==> config.mk <==
export PLATFORM = sky130hd
export DESIGN_NAME = sspwm_mod
export DESIGN_NICKNAME = d
export VERILOG_FILES = /design/src/rtl/sspwm_pkg.sv /design/src/rtl/sspwm_lfsr.sv /design/src/rtl/sspwm_period_sel.sv /design/src/rtl/sspwm_duty.sv /design/src/rtl/sspwm_mod.sv
export SDC_FILE = /design/constraint.sdc
export NUM_CORES = 1
export LEC_CHECK = 0
export BUFFER_PORTS_ARGS = -buffer_cell sky130_fd_sc_hd__buf_2
export CELL_PAD_IN_SITES_DETAIL_PLACEMENT = 1
export CELL_PAD_IN_SITES_GLOBAL_PLACEMENT = 1
export CORE_MARGIN = 1
export CORE_UTILIZATION = 41
export CTS_CLUSTER_DIAMETER = 50
export DETAILED_ROUTE_END_ITERATION = 8
export GPL_TIMING_DRIVEN = 0
export PLACE_DENSITY = 0.79
export SYNTH_ARGS = -nofsm -noshare
export SYNTH_HDL_FRONTEND = slang
export SYNTH_SLANG_ARGS = --single-unit
==> constraint.sdc <==
create_clock -name clk -period 15.3 [get_ports clk]
set_input_delay 3.06 -clock clk [delete_from_list [all_inputs] [get_ports clk]]
set_output_delay 3.06 -clock clk [all_outputs]
set_load 0.05 [all_outputs]
==> src/rtl/sspwm_pkg.sv <==
package sspwm_pkg;

  // Map a pseudo-random word onto [lo, lo+span-1] by scaling, not modulo.
  function automatic int pick_span(input longint r, input int lw, input int lo, input int span);
    longint v;
    v = (r * longint'(span)) >>> lw;
    return lo + int'(v);
  endfunction

  // High-time of one drive for period p and signed sample s of width sw.
  function automatic int duty_edge(input int s, input int p, input int sw, input bit pos);
    longint d;
    longint t;
    d = (longint'(s) * longint'(p)) >>> sw;
    t = longint'(p / 2) + (pos ? d : -d);
    if (t < 1) t = 1;
    if (t > longint'(p - 1)) t = longint'(p - 1);
    return int'(t);
  endfunction

endpackage

==> src/rtl/sspwm_lfsr.sv <==
module sspwm_lfsr #(
  parameter int          LW   = 16,
  parameter logic [15:0] TAPS = 16'hB400,
  parameter logic [15:0] SEED = 16'hACE1
) (
  input  logic          clk,
  input  logic          rst_n,
  input  logic          step,
  output logic [LW-1:0] state
);
  logic [LW-1:0] nxt;

  always_comb begin
    nxt = {1'b0, state[LW-1:1]};
    if (state[0]) nxt = nxt ^ TAPS[LW-1:0];
  end

  always_ff @(posedge clk or negedge rst_n) begin
    if (!rst_n)    state <= SEED[LW-1:0];
    else if (step) state <= nxt;
  end
endmodule

==> src/rtl/sspwm_period_sel.sv <==
module sspwm_period_sel
  import sspwm_pkg::*;
#(
  parameter int LW    = 16,
  parameter int PW    = 10,
  parameter int NOM_P = 666,
  parameter int MIN_P = 467,
  parameter int SPAN  = 399
) (
  input  logic [LW-1:0] rnd,
  input  logic          ss_en,
  output logic [PW-1:0] nxt_per
);
  logic [PW-1:0] spread_per;

  always_comb begin
    spread_per = PW'(pick_span(longint'(rnd), LW, MIN_P, SPAN));
    nxt_per    = ss_en ? spread_per : PW'(NOM_P);
  end
endmodule

==> src/rtl/sspwm_duty.sv <==
module sspwm_duty
  import sspwm_pkg::*;
#(
  parameter int SW = 16,
  parameter int PW = 10
) (
  input  logic [PW-1:0]        per,
  input  logic signed [SW-1:0] samp,
  output logic [PW-1:0]        thr_p,
  output logic [PW-1:0]        thr_n
);
  always_comb begin
    thr_p = PW'(duty_edge(int'(samp), int'(per), SW, 1'b1));
    thr_n = PW'(duty_edge(int'(samp), int'(per), SW, 1'b0));
  end
endmodule

==> src/rtl/sspwm_mod.sv <==
module sspwm_mod #(
  parameter int          CLK_HZ     = 200_000_000,
  parameter int          SWITCH_HZ  = 300_000,
  parameter int          SPREAD_PCT = 30,
  parameter int          SW         = 16,
  parameter int          LW         = 16,
  parameter logic [15:0] LFSR_TAPS  = 16'hB400,
  parameter logic [15:0] LFSR_SEED  = 16'hACE1
) (
  input  logic                 clk,
  input  logic                 rst_n,
  input  logic signed [SW-1:0] sample_in,
  input  logic                 sample_vld,
  input  logic                 ss_en,
  input  logic                 chan_en,
  output logic                 pwm_p,
  output logic                 pwm_n
);
  localparam int NOM_P = CLK_HZ / SWITCH_HZ;
  localparam int DEV_P = (NOM_P * SPREAD_PCT) / 100;
  localparam int MIN_P = NOM_P - DEV_P;
  localparam int MAX_P = NOM_P + DEV_P;
  localparam int SPAN  = MAX_P - MIN_P + 1;
  localparam int PW    = $clog2(MAX_P + 1);

  logic signed [SW-1:0] samp_q;
  logic [PW-1:0]        cnt_q, per_q, thr_p_q, thr_n_q;
  logic                 run_q;
  logic [LW-1:0]        rnd;
  logic [PW-1:0]        nxt_per, nxt_thr_p, nxt_thr_n;
  logic                 last_cyc, load_ev;

  // Named events for the assertions.
  assign last_cyc = (cnt_q == per_q - PW'(1));
  assign load_ev  = chan_en && (!run_q || last_cyc);

  always_ff @(posedge clk or negedge rst_n) begin
    if (!rst_n)          samp_q <= '0;
    else if (sample_vld) samp_q <= sample_in;
  end

  sspwm_lfsr #(.LW(LW), .TAPS(LFSR_TAPS), .SEED(LFSR_SEED)) u_lfsr (
    .clk   (clk),
    .rst_n (rst_n),
    .step  (load_ev && ss_en),
    .state (rnd)
  );

  sspwm_period_sel #(.LW(LW), .PW(PW), .NOM_P(NOM_P), .MIN_P(MIN_P), .SPAN(SPAN)) u_psel (
    .rnd     (rnd),
    .ss_en   (ss_en),
    .nxt_per (nxt_per)
  );

  sspwm_duty #(.SW(SW), .PW(PW)) u_duty (
    .per   (nxt_per),
    .samp  (samp_q),
    .thr_p (nxt_thr_p),
    .thr_n (nxt_thr_n)
  );

  always_ff @(posedge clk or negedge rst_n) begin
    if (!rst_n) begin
      run_q   <= 1'b0;
      cnt_q   <= '0;
      per_q   <= PW'(NOM_P);
      thr_p_q <= PW'(NOM_P / 2);
      thr_n_q <= PW'(NOM_P / 2);
    end else if (!chan_en) begin
      run_q <= 1'b0;
      cnt_q <= '0;
    end else if (load_ev) begin
      run_q   <= 1'b1;
      cnt_q   <= '0;
      per_q   <= nxt_per;
      thr_p_q <= nxt_thr_p;
      thr_n_q <= nxt_thr_n;
    end else begin
      cnt_q <= cnt_q + PW'(1);
    end
  end

  assign pwm_p = run_q && (cnt_q < thr_p_q);
  assign pwm_n = run_q && (cnt_q < thr_n_q);

  AST_DARK_WHEN_OFF: assert property (@(posedge clk) disable iff (!rst_n)
    !chan_en |=> (!pwm_p && !pwm_n));
  AST_WAKE_HIGH: assert property (@(posedge clk) disable iff (!rst_n)
    (chan_en && !run_q) |=> (pwm_p && pwm_n));
  AST_PERIOD_SPAN: assert property (@(posedge clk) disable iff (!rst_n)
    run_q |-> (per_q >= PW'(MIN_P) && per_q <= PW'(MAX_P)));
  AST_FIXED_PERIOD: assert property (@(posedge clk) disable iff (!rst_n)
    (load_ev && !ss_en) |=> (per_q == PW'(NOM_P)));
  AST_HOLD_MIDPERIOD: assert property (@(posedge clk) disable iff (!rst_n)
    (run_q && chan_en && !load_ev) |=> ($stable(per_q) && $stable(thr_p_q) && $stable(thr_n_q)));
  AST_MIN_PULSE: assert property (@(posedge clk) disable iff (!rst_n)
    run_q |-> (thr_p_q >= PW'(1) && thr_p_q < per_q && thr_n_q >= PW'(1) && thr_n_q < per_q));
  AST_ZERO_TWIN: assert property (@(posedge clk) disable iff (!rst_n)
    (load_ev && samp_q == '0) |=> (thr_p_q == thr_n_q));
endmodule

* Word-level counts from Yosys, hierarchy flattened
Index checks and enable logic that the tools add are counted.
Word-level totals: register bits 73, bits of input ports 21, output and inout bits 2, word-level logic and storage cells 42
Cells by class: add/sub/neg operators 7, multiply operators 2, $lt $le $gt $ge 6, equal/unequal tests 2, mux-type cells 10, bitwise logic cells 1, reduce and logical (&&, ||, !) cells 7
Operators with widths (number):
- > comparator 64 x 11 -> 1 bit | 2
- less-than comparator 64 x 2 -> 1 bit (second input constant) | 2
- 2-to-1 mux 64 bit | 2
- adder 10 x 64 -> 64 bit | 1
- negation 11 -> 64 bit | 1
- 2-to-1 mux 10 bit | 5
- multiplier 16 x 11 -> 27 bit | 1
- multiplier 16 x 9 -> 25 bit (second input constant) | 1
- less-than comparator 10 bit | 2
- 2-to-1 mux 16 bit | 1
- adder 10 x 11 -> 12 bit | 1
- subtractor 10 x 1 -> 11 bit (second input constant) | 1
- adder 10 x 1 -> 10 bit (second input constant) | 1
- adder 10 bit (first input constant) | 1
- == test 10 bit | 1
- subtractor 10 x 1 -> 10 bit (second input constant) | 1
- logical AND 1 bit | 4
- NOT 3 -> 4 bit | 1
- 2-to-1 mux 1 bit | 2
- != test 2 x 1 -> 1 bit (second input constant) | 1
- AND reduction 2 bit | 1
- zero test 1 bit | 1
- logical OR 1 bit | 1

* Depth between registers and ports, before layout
depth after elaboration 10, gate-level depth with buffers 83, mapped depth without buffers 76

* Hierarchy
Synthesis repeated with hierarchy kept, for this count alone.
Second synthesis, totals: cell total of the unflattened synthesis 1743, area total of the unflattened synthesis 15870.2 µm²
Modules (own cells, without submodules):
- sspwm_duty | times used 1, cells each 1087, area an instance 8968.6 µm², sequential area each 0.0 µm²
- sspwm_period_sel | times used 1, cells each 351, area an instance 3155.5 µm², sequential area each 0.0 µm²
- sspwm_mod | times used 1, cells each 252, area an instance 2992.9 µm², sequential area each 1445.1 µm²
- sspwm_lfsr | times used 1, cells each 53, area an instance 753.2 µm², sequential area each 410.4 µm²

* Worst setup path after synthesis
No wires, ideal clock.
path kind register to register, from reg u_lfsr.state[0], to reg thr_n_q[4], setup time 0.137 ns, data arrival time 16.462 ns, data required time 15.163 ns, setup slack -1.298 ns, stages on the path, launching flop included 77, buffers on the path 8, clock period less this slack 16.598 ns, path through dfstp_2 > ha_1 > fa_1 > fa_1 > inv_1 > fa_1 > inv_1 > ha_1 > a211oi_2 > o21bai_2 > a2111oi_4 > a21oi_2 > xnor2_1 > clkbuf_1 > ha_1 > nor2_1 > a22oi_1 > o221a_2 > [... 41 more ...] > clkbuf_1 > clkbuf_1 > buf_1 > nor2_1 > ha_1 > a21o_1 > a21o_1 > a21o_1 > a41oi_1 > o21ai_0 > a31oi_1 > o21ai_0 > a221oi_1 > a211oi_1 > clkbuf_1 > inv_1 > mux2i_1 > a21oi_1
On the way: cells in the longest elaborated chain, start to end 10, elaborated cells on any way between the ends 11, those cells by class add/sub: 4; mul: 2; order compare: 2; mux: 3
Ends and longest elaborated chain:
- from (decl) | RTL line sspwm_lfsr.sv:9 | output logic [LW-1:0] state
- from (signal assigned) | RTL line sspwm_lfsr.sv:19 | if (!rst_n) state <= SEED[LW-1:0];
- from (signal assigned) | RTL line sspwm_lfsr.sv:20 | else if (step) state <= nxt;
- multiplier 16 x 9 -> 25 bit (*) | RTL line sspwm_pkg.sv:6 | v = (r * longint'(span)) >>> lw;
- adder 10 bit (*) | RTL line sspwm_pkg.sv:7 | return lo + int'(v);
- 2-to-1 mux 10 bit (*) | RTL line sspwm_period_sel.sv:18 | nxt_per = ss_en ? spread_per : PW'(NOM_P);
- named net nxt_per[6] | RTL line sspwm_mod.sv:30 | logic [PW-1:0] nxt_per, nxt_thr_p, nxt_thr_n;
- multiplier 16 x 11 -> 27 bit | RTL line sspwm_pkg.sv:14 | d = (longint'(s) * longint'(p)) >>> sw;
- negation 11 -> 64 bit | RTL line sspwm_pkg.sv:15 | t = longint'(p / 2) + (pos ? d : -d);
- adder 10 x 64 -> 64 bit | RTL line sspwm_pkg.sv:15
- less-than comparator 64 x 2 -> 1 bit | RTL line sspwm_pkg.sv:16 | if (t < 1) t = 1;
- 2-to-1 mux 64 bit | RTL line sspwm_pkg.sv:16
- > comparator 64 x 11 -> 1 bit | RTL line sspwm_pkg.sv:17 | if (t > longint'(p - 1)) t = longint'(p - 1);
- 2-to-1 mux 10 bit (*) | RTL line sspwm_pkg.sv:17
- to (signal assigned) | RTL line sspwm_mod.sv:68 | thr_n_q <= PW'(NOM_P / 2);
- to (signal assigned) | RTL line sspwm_mod.sv:77 | thr_n_q <= nxt_thr_n;
- to (decl) | RTL line sspwm_mod.sv:27 | logic [PW-1:0] cnt_q, per_q, thr_p_q, thr_n_q;
The timed path passes the listed nets; every way through them passes the cells marked *. A chain may end at the register's enable or synchronous reset.

* Final worst setup path
from reg u_lfsr.state[7], to reg thr_n_q[0]
On the way: cells in the longest elaborated chain, start to end 10, elaborated cells on any way between the ends 11, those cells by class add/sub: 4; mul: 2; order compare: 2; mux: 3
Ends and longest elaborated chain (RTL line):
- multiplier 16 x 9 -> 25 bit (*) | sspwm_pkg.sv:6
- adder 10 bit (*) | sspwm_pkg.sv:7
- 2-to-1 mux 10 bit (*) | sspwm_period_sel.sv:18
- multiplier 16 x 11 -> 27 bit | sspwm_pkg.sv:14
- negation 11 -> 64 bit | sspwm_pkg.sv:15
- adder 10 x 64 -> 64 bit | sspwm_pkg.sv:15
- less-than comparator 64 x 2 -> 1 bit | sspwm_pkg.sv:16
- 2-to-1 mux 64 bit | sspwm_pkg.sv:16
- > comparator 64 x 11 -> 1 bit | sspwm_pkg.sv:17
- 2-to-1 mux 10 bit (*) | sspwm_pkg.sv:17
Every way passes the cells marked *; elsewhere a longest branch is shown, timed or not.

==> metrics.sh <==
WORST_HOLD_STARTPOINT='samp_q[14]'
FINALWORSTPATHREQUIREDPERIOD_NS=16.48
HOLDCRITPATHCLASS='reg -> reg'
CRITICAL_PATH.MAX_FANOUT=7
CELL_AREA_AFTER_SYNTHESIS_UM2=15400
MOSTFREQUENTLAYOUTCELL='inv_1'
CP.REQUIRED_NS=15.59
FINALHOLDVIOLATIONS=0
DR_TOTAL_VIAS=13100
ASYNCSETRESETFLOPFRACSYNTH=1.00
DRV_SLEW=0
HTREEDEPTH=3
CTS.SINK_COUNT=73
DP_HPWL_UM=34500
RR_STARTPOINT='u_lfsr.state[7]'
LAYOUT.NETS=2369
DETAILEDROUTE.FIRSTITERATIONVIOLATIONS=577
NUM_ANTENNA_CELLS=0
FINALCRITPERIODSHARE=1.08
ROUTE.DETAILED.WL_PER_INST_UM=20.1
CLK_PIN_SLEW_NS=0.06
FINAL_CRITICAL_PATH_SETUP_SLACK_NS=-1.18
SYNTH_EDF_COUNT=0
R2R_CELLS=76
INITIAL_CORE_UTIL=0.419
GR-USAGE-ALL-LAYERS=0.247
CLK_LATENCY_NS=0.37
POSTSYNTHAREAPERCELL_UM2=8.82
MOSTFREQUENTLAYOUTCELLS='321 x inv_1, 211 x ha_1, 186 x fa_1'
FINALCLOCKSKEW_NS=0.0143
FINAL_LAYOUT_SIZE_SUFFIX_GT1_FRAC=0.199
FLOORPLAN.ROWS=70
WORST_HOLD_SLACK_NS=0.505
SEQ_AREA_FRAC_SYNTH=0.120
DETAIL_ROUTE.VIAS_PER_CELL=5.48
WORST_PATH_LARGEST_CELL_DELAY_NS=0.58
CRITICAL_PATH_ARRIVAL_NS=16.77
MAX_CLOCK_FREQ_MHz=60.7
VIOLATIONS_IN_THE_FINAL_REPORTS='setup timing'
SYNTHCELLS=1747
MAXIMUM_BUFFER_DEPTH_OF_THE_CLOCK_TREE=2
R2R-END='thr_n_q[0]'
GRT_ANTENNA_BEFORE_REPAIR=1
GLOBALROUTE.TOTALOVERFLOW=0
SYNTH_CELL_TYPE_COUNT=78
FILLERS=4224
BUFFER_PORTS.INSERTED=21
GRT_PASS1_VIAS=14500
TIMING.CRITICAL_PATH.MODE_CELL='fa_1'
YOSYS_WARNINGS=0
FINAL_CORE_UTILIZATION=0.504
WORST_SETUP_PATH_ENDPOINT='thr_n_q[0]'
DIE_W_UM=196
FLIP_FLOP_AND_LATCH_COUNT_AFTER_SYNTHESIS=73
CTS.ROOT.BUFFER_CELL='clkbuf_16'
DRT-PASS1-ITER-COUNT=4
CLOCK_TREE_FROM_TRITONCTS='built'
DP.CELLS=2272
DRT_WL_TOTAL_UM=47800
RSZ0062_AT_GRT='yes'
MOST_FREQUENTLY_USED_FLOP_MASTER_AFTER_SYNTHESIS='dfrtp_1'
POST_ROUTE_INSTS_NO_FILL=2382
CTS_BUFFERS=9
WIRE_LENGTH_OF_THE_FIRST_GLOBAL_ROUTING_PASS_UM=74700
MULTIINPUTGATEAREA_UM2=13200
DIE-AREA_UM2=38400
SETUP.WORST_PATH.START_CLASS='flop'
SLEW_AT_THE_PIN_CLOSEST_TO_ITS_MAX_SLEW_LIMIT_NS=0.821
TIMING.CRITICAL_PATH.SLOWEST_STAGE_CELL='dfstp_2'
CORE_REGION_AREA_UM2=36800
SETUP.WORST_PATH.CLASS='reg -> reg'
FINISH_STAGE_SETUP_VIOLS=10
CP-END-KIND='flop'
OUTCOME='finished with violations'
LAYOUT_AREA_GROWTH_OVER_SYNTHESIS_PCT=20.3
WORST-R2R-SETUP-SLACK_NS=-1.18
POST-ROUTE-DRC-COUNT=0
CAP_VIOLATIONS=0
MAXSLEWHEADROOM=0.452
TIMING.CRITICAL_PATH.FROM='u_lfsr.state[7]'
FINAL_ANTENNA_NET_COUNT=0
TOP_LEVEL_PORTS=23
GRT_START_MAX_NET_PINS=67
DIEHEIGHT_UM=196
HOLD_PATH_CELL_CNT=1
GP_CONGESTION=0.863
LAYOUT.AREA.SEQ_UM2=1860
worst max-delay path, delay by kind of cell, from the launching register on:
kind	cells	cell delay, ns
AND/OR/NAND/NOR	19	2.53
multiplexers	1	0.27
XOR/XNOR	1	0.17
adder cells (fa/ha/maj)	14	5.83
buffers and inverters	15	1.65
AO/OA/AOI/OAI	26	5.37
flip-flops	1	0.58
Yosys cell counts (20+ instances only):
| cell | n | area (um2) |
|---|---|---|
| nor3_1 | 22 | 110 |
| and2_1 | 58 | 363 |
| nand2_1 | 148 | 556 |
| dfstp_2 | 23 | 604 |
| fa_1 | 196 | 3920 |
| nor2_1 | 99 | 372 |
| xor2_1 | 27 | 236 |
| a21o_1 | 29 | 218 |
| xnor2_1 | 47 | 412 |
| a21oi_1 | 69 | 345 |
| clkbuf_1 | 51 | 191 |
| inv_1 | 330 | 1240 |
| nor2b_1 | 28 | 175 |
| ha_1 | 242 | 3030 |
| nand3_1 | 20 | 100 |
| mux2_2 | 25 | 282 |
| dfrtp_1 | 50 | 1250 |
| and3_1 | 41 | 257 |
| o21ai_0 | 50 | 250 |
how the worst min path moves through the flow:
| stage | to | slack [ns] |
|---|---|---|
| after floorplan | thr_p_q[2] | 0.46 |
| after global placement | samp_q[12] | 0.49 |
| after detailed placement | samp_q[4] | 0.49 |
| after CTS | samp_q[4] | 0.51 |
| after global routing | samp_q[4] | 0.52 |
| final | samp_q[14] | 0.50 |
stage by stage:
step                      instance area, um2  TNS, ns  worst slack (ns)
final                                  18500   -11.49             -1.18
after global routing                   18500   -16.68             -1.64
after CTS                              18100    -9.67             -1.02
after detailed placement               16500   -37.14             -3.12
after global placement                 16500   -27.57             -2.58
after floorplan                        15800        0            0.0696
flip-flops by register name (all words and copies together) (netlist names):
name / count
cnt_q: 10
thr_n_q: 10
per_q: 10
u_lfsr.state: 16
run_q: 1
samp_q: 16
thr_p_q: 10
timing repair:
item                                    in CTS  in global routing
cloned                                       2                  0
endpoints found under the setup margin      20                 20
resized for setup                          157                 62
pin swaps                                   93                 57
hold buffers                                 0                  0
setup buffers                               75                 22
cell families after synthesis:
logic type / synth area share
compound gates: 0.103
fa+ha+maj: 0.451
mux: 0.0262
other cells: 0.000487
buf+inv: 0.0948
flops: 0.120
xor+xnor: 0.0431
simple gates: 0.161
metal layers:
metal	GRT usage	share of wire
met1	0.295	0.40
met2	0.447	0.52
met3	0.0301	0.035
met4	0.102	0.038
met5	0	0
layout make-up:
| cell class | count | share of cell area |
|---|---|---|
| Multi-Input combinational cell | 1320 | 0.713 |
| Sequential cell | 73 | 0.100 |
| Inverter | 330 | 0.0669 |
| Timing Repair Buffer | 120 | 0.0512 |
| Tap cell | 468 | 0.0316 |
| Buffer | 56 | 0.0213 |
| Clock buffer | 9 | 0.0121 |
| Clock inverter | 6 | 0.00371 |
Power is left out: the tool's default activity adds up to more than one toggle a clock period on the data nets, which glitch-free logic cannot reach.
